$ cat src/rtl/vrf_chain_ctl.sv
module vrf_chain_ctl #(
  parameter int NREG  = 8,
  parameter int MAXVL = 64,
  localparam int RW = $clog2(NREG),
  localparam int CW = $clog2(MAXVL + 1)
) (
  input  logic            clk,
  input  logic            rst_n,
  input  logic            iss_valid,
  input  logic [RW-1:0]   iss_dst,
  input  logic [RW-1:0]   iss_src0,
  input  logic [RW-1:0]   iss_src1,
  input  logic [CW-1:0]   iss_vl,
  output logic            iss_grant,
  input  logic [2*NREG-1:0] wr_stb,
  input  logic [2*NREG-1:0] rd_stb,
  output logic [2*NREG-1:0] wr_rdy,
  output logic [2*NREG-1:0] rd_rdy
);
  localparam logic [CW:0] ONE = 1;

  logic [NREG-1:0] wbusy, rbusy;

  assign iss_grant = iss_valid && !wbusy[iss_dst] && !rbusy[iss_src0] && !rbusy[iss_src1];

  for (genvar r = 0; r < NREG; r++) begin : g_reg
    logic          wb_q, rb_q, wtail_q, rchain_q;
    logic [CW-1:0] wcnt_q, wvl_q, rcnt_q, rvl_q;
    logic          claim_w, claim_r;
    logic [CW:0]   wa, wbn, ra, rbn, wvx, rvx;
    logic          wok_a, wok_b, rok_a, rok_b;
    logic          w_own, w_oth, r_own, r_oth;
    logic          wfirst, wsecond, rfirst, rsecond;
    logic [CW-1:0] wnext, rnext;
    logic          wdone, rdone;

    assign claim_w = iss_grant && (iss_vl != '0) && (iss_dst == RW'(r));
    assign claim_r = iss_grant && (iss_vl != '0) &&
                     ((iss_src0 == RW'(r)) || (iss_src1 == RW'(r)));

    assign wa  = {1'b0, wcnt_q};
    assign wbn = wa + ONE;
    assign ra  = {1'b0, rcnt_q};
    assign rbn = ra + ONE;
    assign wvx = {1'b0, wvl_q};
    assign rvx = {1'b0, rvl_q};

    assign wok_a = wb_q && (wa  < wvx) && (!wtail_q  || wa  < ra);
    assign wok_b = wb_q && (wbn < wvx) && (!wtail_q  || wbn < ra);
    assign rok_a = rb_q && (ra  < rvx) && (!rchain_q || ra  < wa);
    assign rok_b = rb_q && (rbn < rvx) && (!rchain_q || rbn < wa);

    assign wr_rdy[2*r +: 2] = wcnt_q[0] ? {wok_a, wok_b} : {wok_b, wok_a};
    assign rd_rdy[2*r +: 2] = rcnt_q[0] ? {rok_a, rok_b} : {rok_b, rok_a};

    assign w_own = wr_stb[2*r + (wcnt_q[0] ? 1 : 0)];
    assign w_oth = wr_stb[2*r + (wcnt_q[0] ? 0 : 1)];
    assign r_own = rd_stb[2*r + (rcnt_q[0] ? 1 : 0)];
    assign r_oth = rd_stb[2*r + (rcnt_q[0] ? 0 : 1)];

    assign wfirst  = w_own && wok_a;
    assign wsecond = wfirst && w_oth && wok_b;
    assign rfirst  = r_own && rok_a;
    assign rsecond = rfirst && r_oth && rok_b;

    assign wnext = wcnt_q + CW'(wfirst) + CW'(wsecond);
    assign rnext = rcnt_q + CW'(rfirst) + CW'(rsecond);
    assign wdone = wb_q && (wnext == wvl_q);
    assign rdone = rb_q && (rnext == rvl_q);

    always_ff @(posedge clk) begin
      if (!rst_n) begin
        wb_q <= 1'b0; wcnt_q <= '0; wvl_q <= '0; wtail_q <= 1'b0;
      end else if (claim_w) begin
        wb_q    <= 1'b1;
        wcnt_q  <= '0;
        wvl_q   <= iss_vl;
        wtail_q <= (rb_q && !rdone) || claim_r;
      end else begin
        if (wdone) begin
          wb_q <= 1'b0; wcnt_q <= '0;
        end else begin
          wcnt_q <= wnext;
        end
        if (rdone) wtail_q <= 1'b0;
      end
    end

    always_ff @(posedge clk) begin
      if (!rst_n) begin
        rb_q <= 1'b0; rcnt_q <= '0; rvl_q <= '0; rchain_q <= 1'b0;
      end else if (claim_r) begin
        rb_q     <= 1'b1;
        rcnt_q   <= '0;
        rvl_q    <= iss_vl;
        rchain_q <= wb_q && !wdone;
      end else begin
        if (rdone) begin
          rb_q <= 1'b0; rcnt_q <= '0;
        end else begin
          rcnt_q <= rnext;
        end
        if (wdone) rchain_q <= 1'b0;
      end
    end

    assign wbusy[r] = wb_q;
    assign rbusy[r] = rb_q;

    AST_WCNT_BOUND: assert property (@(posedge clk) disable iff (!rst_n)
      wb_q |-> (wcnt_q < wvl_q));
    AST_RCNT_BOUND: assert property (@(posedge clk) disable iff (!rst_n)
      rb_q |-> (rcnt_q < rvl_q));
    AST_FREE_ZERO: assert property (@(posedge clk) disable iff (!rst_n)
      (!wb_q |-> wcnt_q == '0) and (!rb_q |-> rcnt_q == '0));
    AST_CLAIM_START: assert property (@(posedge clk) disable iff (!rst_n)
      claim_w |=> (wb_q && wcnt_q == '0));
    AST_ZERO_LEN: assert property (@(posedge clk) disable iff (!rst_n)
      (iss_grant && iss_vl == '0 && iss_dst == RW'(r)) |=> !wb_q);
    AST_CHAIN_ORDER: assert property (@(posedge clk) disable iff (!rst_n)
      (rb_q && rchain_q) |-> (rcnt_q <= wcnt_q));
    AST_TAIL_ORDER: assert property (@(posedge clk) disable iff (!rst_n)
      (wb_q && wtail_q) |-> (wcnt_q <= rcnt_q));
    AST_WSTEP: assert property (@(posedge clk) disable iff (!rst_n)
      (wb_q && $past(wb_q) && !$past(claim_w)) |->
        (wcnt_q >= $past(wcnt_q) && {1'b0, wcnt_q} <= {1'b0, $past(wcnt_q)} + 2));
  end
endmodule

$ cat config.mk
export PLATFORM = sky130hd
export DESIGN_NAME = vrf_chain_ctl
export DESIGN_NICKNAME = d
export VERILOG_FILES = /design/src/rtl/vrf_chain_ctl.sv
export SDC_FILE = /design/constraint.sdc
export NUM_CORES = 1
export LEC_CHECK = 0
export ABC_AREA = 1
export BUFFER_PORTS_ARGS = -buffer_cell sky130_fd_sc_hd__buf_2
export CORE_MARGIN = 2
export CORE_UTILIZATION = 33
export CTS_BUF_LIST = sky130_fd_sc_hd__clkbuf_4
export CTS_CLUSTER_SIZE = 16
export DETAILED_ROUTE_END_ITERATION = 8
export PLACE_DENSITY = 0.49
export SLEW_MARGIN = 20
export SYNTH_ARGS = -nofsm -noshare
export SYNTH_HDL_FRONTEND = slang
export SYNTH_SLANG_ARGS = --single-unit
$ cat constraint.sdc
create_clock -name clk -period 7.6 [get_ports clk]
set_input_delay 1.52 -clock clk [delete_from_list [all_inputs] [get_ports clk]]
set_output_delay 1.52 -clock clk [all_outputs]
set_load 0.05 [all_outputs]
==> results of run 1 <==
[critical path: stages, from the launching register on]
cell and delay [ps]:
dfxtp_1 540, inv_1 210, nor2_1 210, xor2_1 170
inv_1 80, ha_1 290, a21oi_1 140, nand2_1 80
nand3_1 70, a21boi_0 70, o21ai_0 370, nand3_1 130
nand2_1 90, buf_2 260
[power groups by stage]
stage               logic, W  clock network (W)  registers (W)
floorplan           0.000339                  0        0.00143
global placement    0.000467                  0        0.00146
detailed placement  0.000467                  0        0.00146
CTS                 0.000469            0.00145        0.00143
global route        0.000533            0.00152        0.00143
finish              0.000465            0.00139        0.00143
[cell usage after synthesis]
| cell type | number | area share, % |
|---|---|---|
| o211ai_1 | 18 | 0.58 |
| ha_1 | 392 | 21 |
| clkbuf_1 | 29 | 0.47 |
| a21boi_0 | 1 | 0.032 |
| nor3b_1 | 3 | 0.096 |
| nor2_2 | 10 | 0.27 |
| o21bai_1 | 1 | 0.032 |
| nor4_1 | 1 | 0.027 |
| and2_1 | 5 | 0.13 |
| buf_1 | 10 | 0.16 |
| xor2_1 | 108 | 4.0 |
| fa_1 | 16 | 1.4 |
| o21ai_0 | 132 | 2.8 |
| nand3_1 | 319 | 6.8 |
| xnor2_1 | 24 | 0.90 |
| xnor3_1 | 2 | 0.19 |
| clkbuf_2 | 4 | 0.086 |
| buf_6 | 1 | 0.048 |
| o2111a_1 | 1 | 0.048 |
| nand3b_1 | 21 | 0.67 |
| inv_2 | 2 | 0.032 |
| inv_1 | 428 | 6.9 |
| nor2_4 | 6 | 0.29 |
| nor3_1 | 17 | 0.36 |
| o21ai_1 | 3 | 0.064 |
| nand3_4 | 1 | 0.075 |
| nand4_1 | 60 | 1.6 |
| nand2_1 | 956 | 15 |
| clkinv_1 | 3 | 0.048 |
| buf_4 | 5 | 0.16 |
| or2_2 | 2 | 0.054 |
| dfxtp_1 | 256 | 22 |
| buf_2 | 13 | 0.28 |
| o21a_1 | 1 | 0.032 |
| a21oi_1 | 233 | 5.0 |
| nor2_1 | 480 | 7.7 |
| o22ai_1 | 14 | 0.37 |
[per-layer routing]
layer  vias to the layer above  track usage (%)  share of wire (%)
li1                      11900                -                  -
met1                      9758             26.4                 50
met2                       328             31.4                 45
met3                        85             3.03                3.8
met4                         4             4.39                1.8
met5                         -                0              0.031
[flip-flops by register name (all words and copies together), names as in the netlist]
name,count
g.wb_q,8
g.wvl_q,56
g.wcnt_q,56
g.wtail_q,8
g.rb_q,8
g.rcnt_q,56
g.rchain_q,8
g.rvl_q,56
[kinds of logic (layout without fill, tap and decap cells)]
logic type / count (synthesis) / in the layout
flip-flops: 256 / 256
XOR/XNOR: 134 / 134
buffers and inverters: 495 / 657
adder cells (fa/ha/maj): 408 / 408
AO/OA/AOI/OAI: 404 / 404
other: 0 / 12
AND/OR/NAND/NOR: 1881 / 1881
[worst paths after layout]
check	to	cells past startpoint
min	g_reg[6].wvl_q[2]	2
max reg2reg	g_reg[4].rcnt_q[0]	21
max	rd_rdy[12]	13
min reg2reg	g_reg[6].wvl_q[2]	2
[final cells by class]
class	instances	area, um2	share of cell area, %
Sequential cell	256	5120	19.9
Tap cell	940	1180	4.57
Clock buffer	108	811	3.15
Inverter	433	1630	6.31
Clock inverter	30	183	0.710
Timing Repair Buffer	86	440	1.71
Multi-Input combinational cell	2827	16300	63.5
Antenna cell	12	30.0	0.117
[per-stage QoR]
| step | power (W) | utilization [%] | cells |
|---|---|---|---|
| final | 0.00329 | 36.8 | 4692 |
| after global routing | 0.00349 | 36.7 | 4687 |
| after CTS | 0.00335 | 36.7 | 4680 |
| after detailed placement | 0.00193 | 35.3 | 4542 |
| after global placement | 0.00193 | 35.3 | 4542 |
| after floorplan | 0.00177 | - | 3578 |
==> metrics, run 1 <==
nets=4143; number of routed nets with antenna violations=0; DRT Pass-1 Iters=5; cells resized by post-CTS repair=0; Psw=0.00103 W; Critical Path End Type=primary output; area share of and/or/nand/nor cells after synthesis=33.5%; power per cell area=128 mW/mm2; Vert. Die Dim=270 um; DP Area=0.0247 mm2; internal power=0.00226 W; Slew HR=38.5%; Unique masters post-synth=37; PnR worst setup slack=2580 ps; sum of negative setup slack=0 ps; number of CTS-inserted buffers=80; DR iter-0 viols=1384; Syn Inst Count=3578; xor and xnor fraction of the mapped netlist area=5.14%; crit path launch type=register; Flop pwr share=43.5%; initial antenna violation count=11; Finished Cell Area=0.0257 mm2; gpl congestion=0.855; Core Area=0.0700 mm2; wirelength, routed=69900 um; hold-fix buffers at CTS=0; RR Startpoint=g_reg[4].rcnt_q[0]; root buffer cell=clkbuf_4; full die area=0.0730 mm2; sequential cell area fraction in the yosys report=21.9%; first-pass GRT wire length=113000 um; synthesized area per cell=6.53 um2; RSZ-0062 raised after global routing=no; clock share of power=42.3%; Place WS=2880 ps; Synth Area in Adders=22.3%; YS warnings=0; Longest Clk Path Bufs=3; H-tree depth=3; Hold WC Path Type=register to register; Data required, critical path=6080 ps; area grow syn2layout=10.1%; placed wire-length estimate=56000 um; Crit Path Category=register to primary output; Hold Violations, Final=0; Ports=84; post-synthesis compound-gate area fraction=8.97%; clk sinks=256; Hold Crit Start=g_reg[6].wvl_q[2]; Die X=270 um; syn_nets=4037; LEAKAGE=12.2 nW; VDD IR max=0.102 mV; Syn Std Cell Area=0.0234 mm2; DR vias/cell=4.72; Min Hold Slack=452 ps; Clock Latency Late Sink=810 ps; vias in the first global route=21200; largest family of logic cells by synthesized area=simple AND/OR/NAND/NOR gates; Tightest Pin Transition=920 ps; final count of negative-setup-slack endpoints=0; commonest non-fill, non-tap cell in the layout=nand2_1; vias=22100; critical path data arrival time=3500 ps; fmax=199 MHz; most frequent cells in the layout=nand2_1, nor2_1, inv_1; largest net degree at the start of global routing=61; part of the power in combinational logic=14.1%; DRC violations left=0; crit path launch=g_reg[6].rcnt_q[0]; CTS tree=yes; Port Buffers=83; R2R setup slack=3210 ps; total grt overflow=0; switching fraction of total power=31.3%; row count=97; routed len/inst=14.9 um; Tmin final=5020 ps; Reg clk slew, reported paths=50 ps; GRT Util Overall=19.2%; post-synthesis mux area share=0%; initial core utilization=33.4%; Yosys reg bits=256; clk_skew=65.9 ps; status=finished clean; CP max FO=8; FILL cells=7712; final slew viol count=0; max-cap violations=0; Post-CTS Setup Bufs=0; final period utilization=66.0%; layout cells sized above 1=6.04%
Note: power is estimated with default switching activity, not from simulation.
==> run 2, diff against run 1 <==
--- a/config.mk
+++ b/config.mk
@@ -5,14 +5,14 @@
 export SDC_FILE = /design/constraint.sdc
 export NUM_CORES = 1
 export LEC_CHECK = 0
-export ABC_AREA = 1
+export ABC_AREA = 0
 export BUFFER_PORTS_ARGS = -buffer_cell sky130_fd_sc_hd__buf_2
 export CORE_MARGIN = 2
 export CORE_UTILIZATION = 33
 export CTS_BUF_LIST = sky130_fd_sc_hd__clkbuf_4
 export CTS_CLUSTER_SIZE = 16
 export DETAILED_ROUTE_END_ITERATION = 8
-export PLACE_DENSITY = 0.49
+export PLACE_DENSITY = 0.51
 export SLEW_MARGIN = 20
 export SYNTH_ARGS = -nofsm -noshare
 export SYNTH_HDL_FRONTEND = slang
==> constraint.sdc (replaced) <==
create_clock -name clk -period 4.1 [get_ports clk]
set_input_delay 0.82 -clock clk [delete_from_list [all_inputs] [get_ports clk]]
set_output_delay 0.82 -clock clk [all_outputs]
set_load 0.05 [all_outputs]
==> metrics, run 2 <==
RR Startpoint=g_reg[4].rcnt_q[3]; Reg clk slew, reported paths=70 ps; VDD IR max=0.133 mV; area grow syn2layout=43.9%; CP max stage cell=or4b_4; Core Area=0.0685 mm2; row count=96; synth cell count leaders=ha_1, inv_1, dfxtp_1; hold-fix buffers at CTS=0; Hold WC Path Type=register to register; number of routed nets with antenna violations=0; total grt overflow=0; Syn Std Cell Area=0.0227 mm2; critical path data arrival time=4930 ps; commonest non-fill, non-tap cell in the layout=buf_4; vias=21300; Data required, critical path=4760 ps; sum of negative setup slack=-1780 ps; DR iter-0 viols=924; final period utilization=104%; initial core utilization=33.2%; layout cells sized above 1=39.0%; Critical Path End Type=register; LEAKAGE=13.8 nW; Hold Violations, Final=0; Longest Clk Path Bufs=3; Die X=267 um; register area=0.00531 mm2; initial antenna violation count=5; DRT Pass-1 Iters=5; number of CTS-inserted buffers=79; main flop type after synthesis=dfxtp_1; root buffer cell=clkbuf_4; clk_skew=76.3 ps; full die area=0.0710 mm2; Syn Inst Count=2699; Tightest Pin Transition=849 ps; area of the multi-input gates=0.0193 mm2; status=finished, violations left; gpl congestion=0.919; power per cell area=183 mW/mm2; vias in the first global route=21800; CP max FO=7; Crit Path Category=register to register; first-pass GRT wire length=114000 um; RSZ-0062 raised after global routing=yes; synthesized area per cell=8.43 um2; syn_nets=3158; nets=3763; crit path launch type=register; largest area contributor in the netlist=dfxtp_1; most frequent cells in the layout=buf_4, ha_1, inv_1; sequential cell area fraction in the yosys report=22.5%; H-tree depth=3; placed wire-length estimate=54700 um; failing checks=negative setup slack; Yosys reg bits=256; PnR worst setup slack=-161 ps; wirelength, routed=73200 um; Port Buffers=83; Post-synth EDFFs=0; Unique masters post-synth=75; CP Buf/Inv Count=3; DRC violations left=0; Final Util=47.8%; FILL cells=6458; clk sinks=256; worst-path cell chain=inv_2 -> nor3_2 -> nand3_1 -> xnor2_2 -> ha_1 -> o21a_1 -> o21ai_2 -> a21oi_2 -> nor3_2 -> o21ai_1 -> or3_4 -> fa_2 -> inv_2 -> buf_6 -> ha_4 -> xnor2_4 -> xnor2_2 -> nor4_2 -> or4b_4 -> nand3b_1 -> nor2_1; Tmin final=4260 ps; YS warnings=0; crit path launch=g_reg[4].rcnt_q[3]; FFs w/ async S/R, synth=0%; DR vias/cell=5.03; final slew viol count=0; routed len/inst=17.3 um; final count of negative-setup-slack endpoints=25; max-cap violations=0; Place WS=-477 ps; fmax=235 MHz; Slew HR=43.0%; most frequent cell after synthesis=ha_1; Yosys top cell area share=22.5%; Vert. Die Dim=267 um; main area contributors after synthesis=dfxtp_1, ha_1, xnor2_1; DP Area=0.0272 mm2; Clock Latency Late Sink=850 ps; Hold Crit Start=g_reg[3].rvl_q[2]; Finished Cell Area=0.0327 mm2; GRT Util Overall=19.9%; slowest cell delay on critical path=500 ps; Ports=84; family with the most delay on the worst path=simple AND/OR/NAND/NOR gates; CTS tree=yes; largest net degree at the start of global routing=47
[run 2: cell types whose count changed in the layout (fill, tap and decap cells not counted), sizes merged, moves of 40 or more]
cell,previous run,this run
nand2,956,146
buf,86,627
nor2,496,238
xnor2,24,229
nand3,320,125
inv,430,269
a21oi,233,111
mux2i,0,106
o21a,1,70
xor2,108,47
nor3,17,69
a21o,0,40
[run 2: area by class of cell]
type                            instances  area share (%)
Multi-Input combinational cell       2070            58.9
Sequential cell                       256            16.2
Clock buffer                          107            2.45
Clock inverter                         29           0.753
Inverter                              269            3.13
Antenna cell                            3          0.0229
Timing Repair Buffer                  628            15.1
Tap cell                              882            3.37
[run 2: through the flow]
step           hold slack (ps)  cells  power [W]
3_3_place_gp               447   4008    0.00320
2_1_floorplan              436   2699    0.00298
3_5_place_dp               452   4008    0.00321
5_1_grt                    450   4243    0.00627
4_1_cts                    353   4184    0.00604
6_report                   462   4244    0.00598
[run 2: worst reg2reg max path: cells and delay by family (launching register included)]
| kind | cells | cell delay, ps |
|---|---|---|
| xor gates and xnor gates | 3 | 410 |
| and+or+nand+nor | 8 | 1920 |
| buffers and inverters | 3 | 230 |
| AOI/OAI and AO/OA | 4 | 430 |
| DFF | 1 | 330 |
| adders and majority gates | 3 | 830 |
[run 2: cell families (layout without fill, tap and decap cells)]
logic type,Yosys count,after routing,share of synthesized area [%]
AND/OR/NAND/NOR,784,784,16.9
AO/OA/AOI/OAI,472,472,13.7
adder cells (fa/ha/maj),408,408,23.0
buffers and inverters,373,1033,6.51
XOR/XNOR,289,289,11.9
flip-flops,256,256,22.5
multiplexers,117,117,5.41
other,0,3,0
[run 2: worst paths after layout]
| kind | end | cells after the start | slack [ps] |
|---|---|---|---|
| min reg2reg | g_reg[3].rvl_q[2] | 2 | 460 |
| max | g_reg[4].rcnt_q[4] | 21 | -160 |
| max reg2reg | g_reg[4].rcnt_q[4] | 21 | -160 |
| min | g_reg[3].rvl_q[2] | 2 | 460 |
[run 2: repair_timing]
action	in CTS	in global routing
buffers inserted	40	60
resized for setup	453	406
endpoints found under the setup margin	167	172
pin swaps	147	205
[run 2: routing by layer]
| layer | vias to the layer above | track usage, % | wire length [um] |
|---|---|---|---|
| li1 | 10700 | - | - |
| met5 | - | 0 | 25 |
| met1 | 10200 | 25.0 | 32700 |
| met4 | 4 | 7.18 | 2190 |
| met2 | 309 | 34.7 | 36000 |
| met3 | 129 | 2.75 | 2280 |
[run 2: power breakdown]
group / internal (W) / switching, W / total (W) / leakage, nW
logic: 0.000288 / 0.000399 / 0.000687 / 11.1
clock network: 0.00152 / 0.00124 / 0.00276 / 0.615
registers: 0.00250 / 0.0000356 / 0.00253 / 2.12
total: 0.00430 / 0.00167 / 0.00598 / 13.8
==> run 3, diff against run 2 <==
--- a/config.mk
+++ b/config.mk
@@ -12,6 +12,7 @@
 export CTS_BUF_LIST = sky130_fd_sc_hd__clkbuf_4
 export CTS_CLUSTER_SIZE = 16
 export DETAILED_ROUTE_END_ITERATION = 8
+export MAX_ROUTING_LAYER = met4
 export PLACE_DENSITY = 0.51
 export SLEW_MARGIN = 20
 export SYNTH_ARGS = -nofsm -noshare
==> metrics, run 3 (same netlist as run 2, synthesis figures left out) <==
part of the power in combinational logic=11.9%; Hold Violations, Final=0; Clock Latency Late Sink=820 ps; Die X=267 um; final period utilization=103%; failing checks=negative setup slack; power per cell area=177 mW/mm2; Cells after DPL=4000; Longest Clk Path Bufs=3; Flop pwr share=44.0%; number of routed nets with antenna violations=0; vias in the first global route=22000; root buffer cell=clkbuf_4; vias=21400; wirelength, routed=72800 um; internal power=0.00408 W; LEAKAGE=13.8 nW; Port Buffers=83; Tightest Pin Transition=818 ps; Ports=84; Vert. Die Dim=267 um; H-tree depth=3; FILL cells=6496; Data required, critical path=4750 ps; DR iter-0 viols=802; clock share of power=44.1%; RSZ-0062 raised after global routing=yes; first-pass GRT wire length=116000 um; final slew viol count=0; final count of negative-setup-slack endpoints=13; DP Area=0.0272 mm2; PnR worst setup slack=-109 ps; Critical Path End Type=register; area grow syn2layout=42.8%; Slew HR=45.0%; most frequent cells in the layout=buf_4, ha_1, inv_1; Crit Path Category=register to register; clk sinks=256; CTS tree=yes; VDD IR max=0.140 mV; largest net degree at the start of global routing=83; gpl congestion=0.897; crit path launch type=register; commonest non-fill, non-tap cell in the layout=buf_4; Finished Cell Area=0.0325 mm2; Reg clk slew, reported paths=70 ps; placed wire-length estimate=54600 um; GRT Util Overall=20.8%; full die area=0.0710 mm2; clk_skew=62.5 ps; register area=0.00530 mm2; DR vias/cell=5.06; Hold WC Path Type=input port to register; area of the multi-input gates=0.0193 mm2; initial antenna violation count=7; Tmin final=4210 ps; fmax=238 MHz; Final Util=47.5%; Finished Layout Cells=4229; number of CTS-inserted buffers=79; initial core utilization=33.2%; critical path data arrival time=4860 ps; routed len/inst=17.2 um; total grt overflow=0; switching fraction of total power=29.2%; status=finished, violations left; CP max FO=5; row count=96; DRC violations left=0; nets=3744; Core Area=0.0685 mm2; max-cap violations=0; Psw=0.00168 W; layout cells sized above 1=38.5%; DRT Pass-1 Iters=5
==> run 3: area by class of cell <==
cell class	instances	area share (%)
sequential	256	16.3
clock inverter	34	0.585
timing repair buffer	609	14.8
tap	882	3.40
inverter	269	3.17
clock buffer	102	2.36
antenna	7	0.0539
multi-input combinational	2070	59.4
==> run 3: final timing paths <==
path,from,slack (ps),cells after the start,end
worst max-delay path,g_reg[4].rcnt_q[3],-110,22,g_reg[4].rcnt_q[2]
worst min-delay path,rst_n,470,3,g_reg[5].rchain_q
worst max register to register,g_reg[4].rcnt_q[3],-110,22,g_reg[4].rcnt_q[2]
worst min register to register,g_reg[6].rvl_q[4],470,2,g_reg[6].rvl_q[4]
==> run 3: critical path, stage by stage, from the launching register on <==
cell,delay (ps)
dfxtp_2,340
inv_2,40
nor3_2,160
nand3_1,130
xnor2_2,170
ha_1,330
o21a_1,120
o21ai_1,120
a21oi_1,50
nor3_1,140
o21ai_1,120
or3_4,340
fa_2,350
inv_2,100
ha_4,140
nand3_4,80
xnor2_4,150
xnor2_2,140
nor4_2,260
or4b_4,500
nand3b_1,130
buf_6,140
nor2_1,40
==> run 3: stage by stage <==
stage / hold WS [ps] / power [W] / TNS [ps] / setup slack (ps)
after floorplan: 436 / 0.00298 / -1.97 / -1.97
after global placement: 447 / 0.00320 / -20910 / -416
after detailed placement: 450 / 0.00321 / -30340 / -562
after CTS: 381 / 0.00583 / -2120 / -177
after global routing: 412 / 0.00608 / -8350 / -357
final: 465 / 0.00576 / -937 / -109
==> run 3: power groups by stage <==
| stage | clock network (W) | logic, W | registers (W) |
|---|---|---|---|
| floorplan | 0 | 0.000385 | 0.00260 |
| global placement | 0 | 0.000592 | 0.00261 |
| detailed placement | 0 | 0.000603 | 0.00261 |
| CTS | 0.00265 | 0.000638 | 0.00254 |
| global route | 0.00279 | 0.000746 | 0.00254 |
| finish | 0.00254 | 0.000687 | 0.00254 |
==> run 3: routing by layer <==
layer	share of wire, %	global-route usage [%]
met4	3.0	7.83
met2	49	34.7
met1	45	25.2
met3	3.3	3.04
met5	0	-
==> run 3: repair_timing <==
action                                  4_1_cts  5_1_grt
endpoints found under the setup margin      171      172
gates resized for setup                     427      416
pin swaps                                   135      210
gates cloned                                  0        0
hold endpoints to repair                      0        0
buffers inserted                             44       53
hold buffers                                  0        0
